$ cat src/rtl/key_id_pkg.sv
package key_id_pkg;

    typedef enum logic [1:0] {
        ST_IDLE = 2'd0,
        ST_RECV = 2'd1,
        ST_HOLD = 2'd2
    } rx_state_e;

    typedef struct packed {
        logic l0;
        logic l1;
    } lane_pair_t;

    localparam int NUM_LANES = 2;

    function automatic int cnt_w(input int n);
        return (n < 2) ? 1 : $clog2(n + 1);
    endfunction

endpackage

$ cat src/rtl/kid_sync.sv
module kid_sync #(
    parameter int W      = 4,
    parameter int STAGES = 2
) (
    input  logic         clk,
    input  logic         rst,
    input  logic [W-1:0] d,
    output logic [W-1:0] q
);
    genvar b;
    generate
        for (b = 0; b < W; b++) begin : g_bit
            logic [STAGES-1:0] chain;
            always_ff @(posedge clk) begin
                if (rst) chain <= '0;
                else     chain <= {chain[STAGES-2:0], d[b]};
            end
            assign q[b] = chain[STAGES-1];
        end
    endgenerate
endmodule

$ cat src/rtl/kid_lane_shift.sv
module kid_lane_shift #(
    parameter int BITS = 14
) (
    input  logic            clk,
    input  logic            rst,
    input  logic            shift_en,
    input  logic            bit_in,
    output logic [BITS-1:0] word_next
);
    logic [BITS-1:0] q;

    assign word_next = {q[BITS-2:0], bit_in};

    always_ff @(posedge clk) begin
        if (rst)           q <= '0;
        else if (shift_en) q <= word_next;
    end
endmodule

$ cat src/rtl/kid_ctrl.sv
module kid_ctrl
    import key_id_pkg::*;
#(
    parameter int LANE_BITS  = 14,
    parameter int IDLE_LIMIT = 16,
    parameter int HOLD_CYC   = 10,
    localparam int ID_W      = 2 * LANE_BITS
) (
    input  logic            clk,
    input  logic            rst,
    input  logic            sync_rise,
    input  logic            clk_rise,
    input  lane_pair_t      pair,
    input  logic [ID_W-1:0] word_next,
    output logic            shift_en,
    output lane_pair_t      echo,
    output logic [ID_W-1:0] key_id,
    output logic            key_valid
);
    localparam int CNT_W  = cnt_w(LANE_BITS);
    localparam int TMR_W  = cnt_w(IDLE_LIMIT);
    localparam int HOLD_W = cnt_w(HOLD_CYC);

    rx_state_e         state;
    logic [CNT_W-1:0]  bit_cnt;
    logic [TMR_W-1:0]  idle_tmr;
    logic [HOLD_W-1:0] hold_cnt;

    assign shift_en = clk_rise && (state == ST_RECV);

    always_ff @(posedge clk) begin
        if (rst) begin
            state     <= ST_IDLE;
            bit_cnt   <= '0;
            idle_tmr  <= '0;
            hold_cnt  <= '0;
            echo      <= '0;
            key_id    <= '0;
            key_valid <= 1'b0;
        end else begin
            key_valid <= 1'b0;
            unique case (state)
                ST_IDLE: begin
                    if (sync_rise) begin
                        state    <= ST_RECV;
                        bit_cnt  <= '0;
                        idle_tmr <= '0;
                        echo     <= '0;
                    end
                end
                ST_RECV: begin
                    if (clk_rise) begin
                        echo     <= pair;
                        idle_tmr <= '0;
                        if (bit_cnt == CNT_W'(LANE_BITS - 1)) begin
                            key_id    <= word_next;
                            key_valid <= 1'b1;
                            state     <= ST_HOLD;
                            hold_cnt  <= '0;
                            bit_cnt   <= '0;
                        end else begin
                            bit_cnt <= bit_cnt + 1'b1;
                        end
                    end else if (idle_tmr == TMR_W'(IDLE_LIMIT - 1)) begin
                        state    <= ST_IDLE;
                        echo     <= '0;
                        bit_cnt  <= '0;
                        idle_tmr <= '0;
                    end else begin
                        idle_tmr <= idle_tmr + 1'b1;
                    end
                end
                ST_HOLD: begin
                    if (hold_cnt == HOLD_W'(HOLD_CYC - 1)) begin
                        state    <= ST_IDLE;
                        echo     <= '0;
                        hold_cnt <= '0;
                    end else begin
                        hold_cnt <= hold_cnt + 1'b1;
                    end
                end
                default: state <= ST_IDLE;
            endcase
        end
    end

    // the return lines are low whenever no transfer or hold is active
    a_r2_idle_echo_low: assert property (@(posedge clk) disable iff (rst)
        (state == ST_IDLE) |-> (echo == '0));

    // inside a transfer the echo moves only after a detected clock rise
    a_r3_echo_only_on_rise: assert property (@(posedge clk) disable iff (rst)
        (state == ST_RECV && $past(state) == ST_RECV && !$past(clk_rise)) |-> $stable(echo));

    // valid is a single-cycle pulse
    a_r5_valid_single: assert property (@(posedge clk) disable iff (rst)
        key_valid |=> !key_valid);

    // valid only marks the step from receiving into holding
    a_r5_valid_from_recv: assert property (@(posedge clk) disable iff (rst)
        key_valid |-> ($past(state) == ST_RECV && state == ST_HOLD));

    // the final pair does not move during the hold
    a_r6_hold_stable: assert property (@(posedge clk) disable iff (rst)
        (state == ST_HOLD && $past(state) == ST_HOLD) |-> $stable(echo));

    // the silence timer never passes its abort limit
    a_r7_timer_bound: assert property (@(posedge clk) disable iff (rst)
        (state == ST_RECV) |-> (idle_tmr < TMR_W'(IDLE_LIMIT)));

    // the bit counter stays within one lane
    a_r4_count_bound: assert property (@(posedge clk) disable iff (rst)
        bit_cnt < CNT_W'(LANE_BITS));
endmodule

$ cat src/rtl/key_id_rx.sv
module key_id_rx
    import key_id_pkg::*;
#(
    parameter int LANE_BITS    = 14,
    parameter int SYNC_STAGES  = 2,
    parameter int BIT_CYC      = 20_000_000,
    parameter int IDLE_PERIODS = 3,
    parameter int HOLD_CYC     = 24_000_000,
    localparam int ID_W        = 2 * LANE_BITS,
    localparam int IDLE_LIMIT  = IDLE_PERIODS * BIT_CYC
) (
    input  logic            clk,
    input  logic            rst,
    input  logic            sync_i,
    input  logic            bclk_i,
    input  logic            lane0_i,
    input  logic            lane1_i,
    output logic            echo0_o,
    output logic            echo1_o,
    output logic [ID_W-1:0] key_id_o,
    output logic            key_valid_o
);
    logic [3:0] raw_in, synced;
    logic       sync_s, bclk_s, sync_q, bclk_q;
    logic       sync_rise, clk_rise, shift_en;
    logic [NUM_LANES-1:0] lane_s;
    logic [LANE_BITS-1:0] lane_next [NUM_LANES];
    lane_pair_t pair, echo;

    assign raw_in = {sync_i, bclk_i, lane0_i, lane1_i};

    kid_sync #(.W(4), .STAGES(SYNC_STAGES)) u_sync (
        .clk(clk), .rst(rst), .d(raw_in), .q(synced)
    );

    assign sync_s    = synced[3];
    assign bclk_s    = synced[2];
    assign lane_s[0] = synced[1];
    assign lane_s[1] = synced[0];

    always_ff @(posedge clk) begin
        if (rst) begin
            sync_q <= 1'b0;
            bclk_q <= 1'b0;
        end else begin
            sync_q <= sync_s;
            bclk_q <= bclk_s;
        end
    end

    assign sync_rise = sync_s & ~sync_q;
    assign clk_rise  = bclk_s & ~bclk_q;
    assign pair      = '{l0: lane_s[0], l1: lane_s[1]};

    genvar g;
    generate
        for (g = 0; g < NUM_LANES; g++) begin : g_lane
            kid_lane_shift #(.BITS(LANE_BITS)) u_lane (
                .clk(clk), .rst(rst), .shift_en(shift_en),
                .bit_in(lane_s[g]), .word_next(lane_next[g])
            );
        end
    endgenerate

    kid_ctrl #(
        .LANE_BITS(LANE_BITS), .IDLE_LIMIT(IDLE_LIMIT), .HOLD_CYC(HOLD_CYC)
    ) u_ctrl (
        .clk(clk), .rst(rst),
        .sync_rise(sync_rise), .clk_rise(clk_rise), .pair(pair),
        .word_next({lane_next[0], lane_next[1]}),
        .shift_en(shift_en), .echo(echo),
        .key_id(key_id_o), .key_valid(key_valid_o)
    );

    assign echo0_o = echo.l0;
    assign echo1_o = echo.l1;
endmodule

$ cat config.mk
export PLATFORM = sky130hd
export DESIGN_NAME = key_id_rx
export DESIGN_NICKNAME = d
export VERILOG_FILES = /design/src/rtl/key_id_pkg.sv /design/src/rtl/kid_sync.sv /design/src/rtl/kid_lane_shift.sv /design/src/rtl/kid_ctrl.sv /design/src/rtl/key_id_rx.sv
export SDC_FILE = /design/constraint.sdc
export NUM_CORES = 1
export LEC_CHECK = 0
export BUFFER_PORTS_ARGS = -buffer_cell sky130_fd_sc_hd__buf_2
export CAP_MARGIN = 20
export CORE_UTILIZATION = 59
export CTS_CLUSTER_SIZE = 30
export DETAILED_ROUTE_END_ITERATION = 7
export PLACE_DENSITY = 0.76
export SLEW_MARGIN = 15
export SYNTH_ARGS = -nofsm -noshare
export SYNTH_HDL_FRONTEND = slang
export SYNTH_SLANG_ARGS = --single-unit
$ cat constraint.sdc
create_clock -name clk -period 2.4 [get_ports clk]
set_input_delay 0.24 -clock clk [delete_from_list [all_inputs] [get_ports clk]]
set_output_delay 0.24 -clock clk [all_outputs]
set_load 0.05 [all_outputs]
==> impl_metrics.py <==
metrics = {
    "outcome": {
        "status": "complete, no violations",
    },
    "detailed_routing": {
        "vias": 4357,
        "drt-initial-drc-count": 205,
        "firstDrtPassIters": 5,
        "wire_per_inst_um": 14.1,
        "vias_per_cell": 5.63,
        "drcViolationCount": 0,
        "wl_um": 10900,
        "antenna_left": 0,
    },
    "floorplan": {
        "start_util": 0.615,
        "core_area_sq_mm": 0.00830,
        "core.rowCount": 33,
        "ios": 37,
        "fp.dieW_um": 95.0,
        "fp.dieH_um": 95.0,
        "dieArea_sq_mm": 0.00903,
    },
    "placement": {
        "dpl_cell_area_sq_mm": 0.00544,
        "portBuffers": 36,
        "dp.cells": 738,
        "globalplace.congestion": 0.880,
        "dp_hpwl_um": 6940,
    },
    "logic_synthesis": {
        "ys_seq_elements": 124,
        "syn_area_sq_mm": 0.00511,
        "synth_area_leaders": "dfxtp_1 49%, nand2_1 10%, a21oi_1 7.1%, xor2_1 3.6%, nor2_1 3.4%",
        "synth_top_area_share": 0.486,
        "synth-async-reset-ratio": 0,
        "synth-edff-count": 0,
        "yosysSeqAreaShare": 0.486,
        "synth_warnings": 0,
        "synth_top_flop_cell": "dfxtp_1",
        "yosysTopAreaCell": "dfxtp_1",
        "syn_area_per_cell_sq_um": 8.36,
        "yosys.cell_types.count": 55,
        "synth_cells": 611,
        "syn_nets": 621,
    },
    "hold_path": {
        "min_to": "u_ctrl.hold_cnt[17]",
        "worst_hold_path_type": "input port to flip-flop",
        "min-delay-start": "rst",
        "hold_depth": 3,
    },
    "flow_run": {
        "maxCapViolCount": 0,
    },
    "global_routing": {
        "track_usage": 0.259,
        "grt_pass1_vias": 4101,
        "antenna_found_initial": 0,
        "grt_pass1_wl_um": 18100,
        "grt_max_degree": 50,
        "overflow": 0,
    },
    "critical_path": {
        "arrival_ns": 2.70,
        "worstPathCellList": "ha_1, nand4_1, nor4_4, a211oi_2, buf_4, o21ai_0, a31oi_1",
        "reg2regPathDepth": 7,
        "crit_path_max_fanout": 14,
        "cpPeakStageDelay_ns": 0.65,
        "r2r-start": "u_ctrl.hold_cnt[0]",
        "crit_path_start_kind": "flip-flop",
        "path_class": "flip-flop to flip-flop",
        "worst-r2r-setup-slack_ns": 0.14,
        "critPathCaptureType": "flip-flop",
        "cp_num_buf_inv": 1,
        "critical_path.slowest_cell": "a211oi_2",
        "cp_data_required_time_ns": 2.84,
        "reg2reg_to": "u_ctrl.hold_cnt[15]",
        "crit_family": "compound AO/OA/AOI/OAI gates",
    },
    "sta": {
        "report.final.hold_viol_count": 0,
        "fin_setup_tns_ns": 0,
        "setup_viol": 0,
        "finalCriticalPeriod_ns": 2.26,
        "slew_headroom": 0.522,
        "whs_ns": 0.179,
        "fmax_mhz": 443,
        "drv_slew": 0,
        "rsz0062_at_grt": "no",
        "worstMarginPinSlew_ns": 0.714,
        "skew_ns": 0.00794,
        "min_period_over_period": 0.942,
    },
    "clock_tree": {
        "cts_root_buf": "clkbuf_8",
        "cts_sinks": 124,
        "cts_buffers": 17,
        "clock_latency_ns": 0.52,
        "cts_tree": "done",
        "clock_path_buffers": 2,
        "h-tree-depth": 4,
        "clkTransAtPathRegs_ns": 0.06,
    },
    "layout": {
        "final_cells": 774,
        "nNetsFinal": 666,
        "final_area_sq_mm": 0.00606,
        "finish.utilization": 0.730,
        "area_delta_synth_final_pct": 18.6,
        "drive_gt1_frac": 0.148,
        "diodes": 0,
    },
    "power_and_ir_drop": {
        "ir_worst_vdd_mv": 0.765,
        "p_leak_nw": 2.18,
        "p_per_area_mw_per_mm2": 777,
    },
}
-- worst min-delay path: cells and delay by family --
family	cells	cell delay [ns]
compound gates	2	0.26
buf+inv	1	0.14
-- routing by layer --
| metal | global-route usage | wire [um] | vias to the layer above |
|---|---|---|---|
| li1 | - | - | 2193 |
| met1 | 0.311 | 4990 | 2060 |
| met2 | 0.451 | 5470 | 88 |
| met3 | 0.0574 | 364 | 16 |
| met4 | 0.101 | 126 | 0 |
| met5 | 0 | 0 | - |
-- worst max path at each step --
stage / slack (ns) / end / depth (start not counted) / start
final: 0.14 / u_ctrl.hold_cnt[15] / 7 / u_ctrl.hold_cnt[0]
after global routing: 0.003 / u_ctrl.hold_cnt[15] / 7 / u_ctrl.hold_cnt[0]
after CTS: 0.11 / u_ctrl.hold_cnt[14] / 6 / u_ctrl.hold_cnt[0]
after detailed placement: 0.14 / u_ctrl.hold_cnt[14] / 6 / u_ctrl.hold_cnt[0]
after global placement: 0.26 / u_ctrl.hold_cnt[15] / 7 / u_ctrl.hold_cnt[0]
after floorplan: 0.42 / u_ctrl.hold_cnt[22] / 6 / u_ctrl.hold_cnt[0]
-- through the flow --
stage / worst slack (ns) / power [mW]
global placement: 0.256 / 2.26
CTS: 0.115 / 4.72
detailed placement: 0.145 / 2.27
finish: 0.140 / 4.71
global route: 0.00343 / 4.84
floorplan: 0.419 / 2.23
-- flip-flops by register name, indices dropped and copies added, names as in the netlist --
signal	flops
u_ctrl.hold_cnt	25
u_sync.g_bit.chain	8
bclk_q	1
u_ctrl.bit_cnt	4
sync_q	1
u_ctrl.key_valid	1
g_lane.u_lane.q	26
u_ctrl.key_id	28
u_ctrl.state	2
u_ctrl.idle_tmr	26
u_ctrl.echo	2
-- logic make-up after synthesis --
family,synth area share
simple gates,0.278
flops,0.486
compound gates,0.130
buf+inv,0.0370
xor+xnor,0.0532
fa+ha+maj,0.00980
mux,0.00588
-- final cells by class --
cell class | count | area [sq um]
Inverter | 11 | 41.3
Timing Repair Buffer | 59 | 375
Tap cell | 105 | 131
Clock inverter | 14 | 158
Sequential cell | 124 | 2480
Multi-Input combinational cell | 443 | 2450
Clock buffer | 18 | 418
Fill cell | 608 | 2240
-- power by group --
part           leakage, nW  internal (mW)  switching (mW)
sequential            1.00           2.07          0.0108
combinational        0.910         0.0492          0.0979
clock                0.274           1.50           0.979
total                 2.18           3.62            1.09
-- cells in the final DEF, fill, tap and decap left out, drive strengths merged, types with 3 or more instances in the layout --
cell type / n
a211oi: 3
a21oi: 72
a31oi: 12
and3: 6
buf: 55
clkbuf: 18
clkinv: 3
clkinvlp: 3
dfxtp: 124
dlygate4sd3: 4
ha: 4
inv: 17
mux2i: 3
nand2: 141
nand2b: 8
nand3: 21
nand4: 17
nor2: 46
nor2b: 10
nor3: 8
nor4: 12
o21ai: 11
or3: 4
xnor2: 10
xor2: 21
-- Yosys cell counts, types with 2 or more instances --
library cell	instances
and3_1	6
nand4_1	16
o21ai_0	11
ha_1	4
clkbuf_1	20
and2_1	2
nand3b_1	2
nand2b_1	8
nor3_1	8
or3_1	4
a211oi_1	2
inv_1	11
nand4b_1	2
nor3b_1	2
mux2i_1	3
dfxtp_1	124
a31oi_1	12
buf_2	7
nor4b_1	2
nor2b_1	10
nor4_4	2
buf_1	3
nor4_1	9
nor2_1	46
nand4bb_1	2
a22o_1	2
nand3_1	21
or4_1	2
nand2_1	141
a21oi_1	72
xor2_1	21
xnor2_1	10
buf_4	2
-- repair_timing --
action | 4_1_cts | 5_1_grt
hold endpoints to repair | 4 | 0
setup buffers | 0 | 0
hold buffers | 4 | 0
resized for setup | 0 | 1
endpoints found under the setup margin | 0 | 1
No activity file was read; power rests on OpenSTA's default activity.
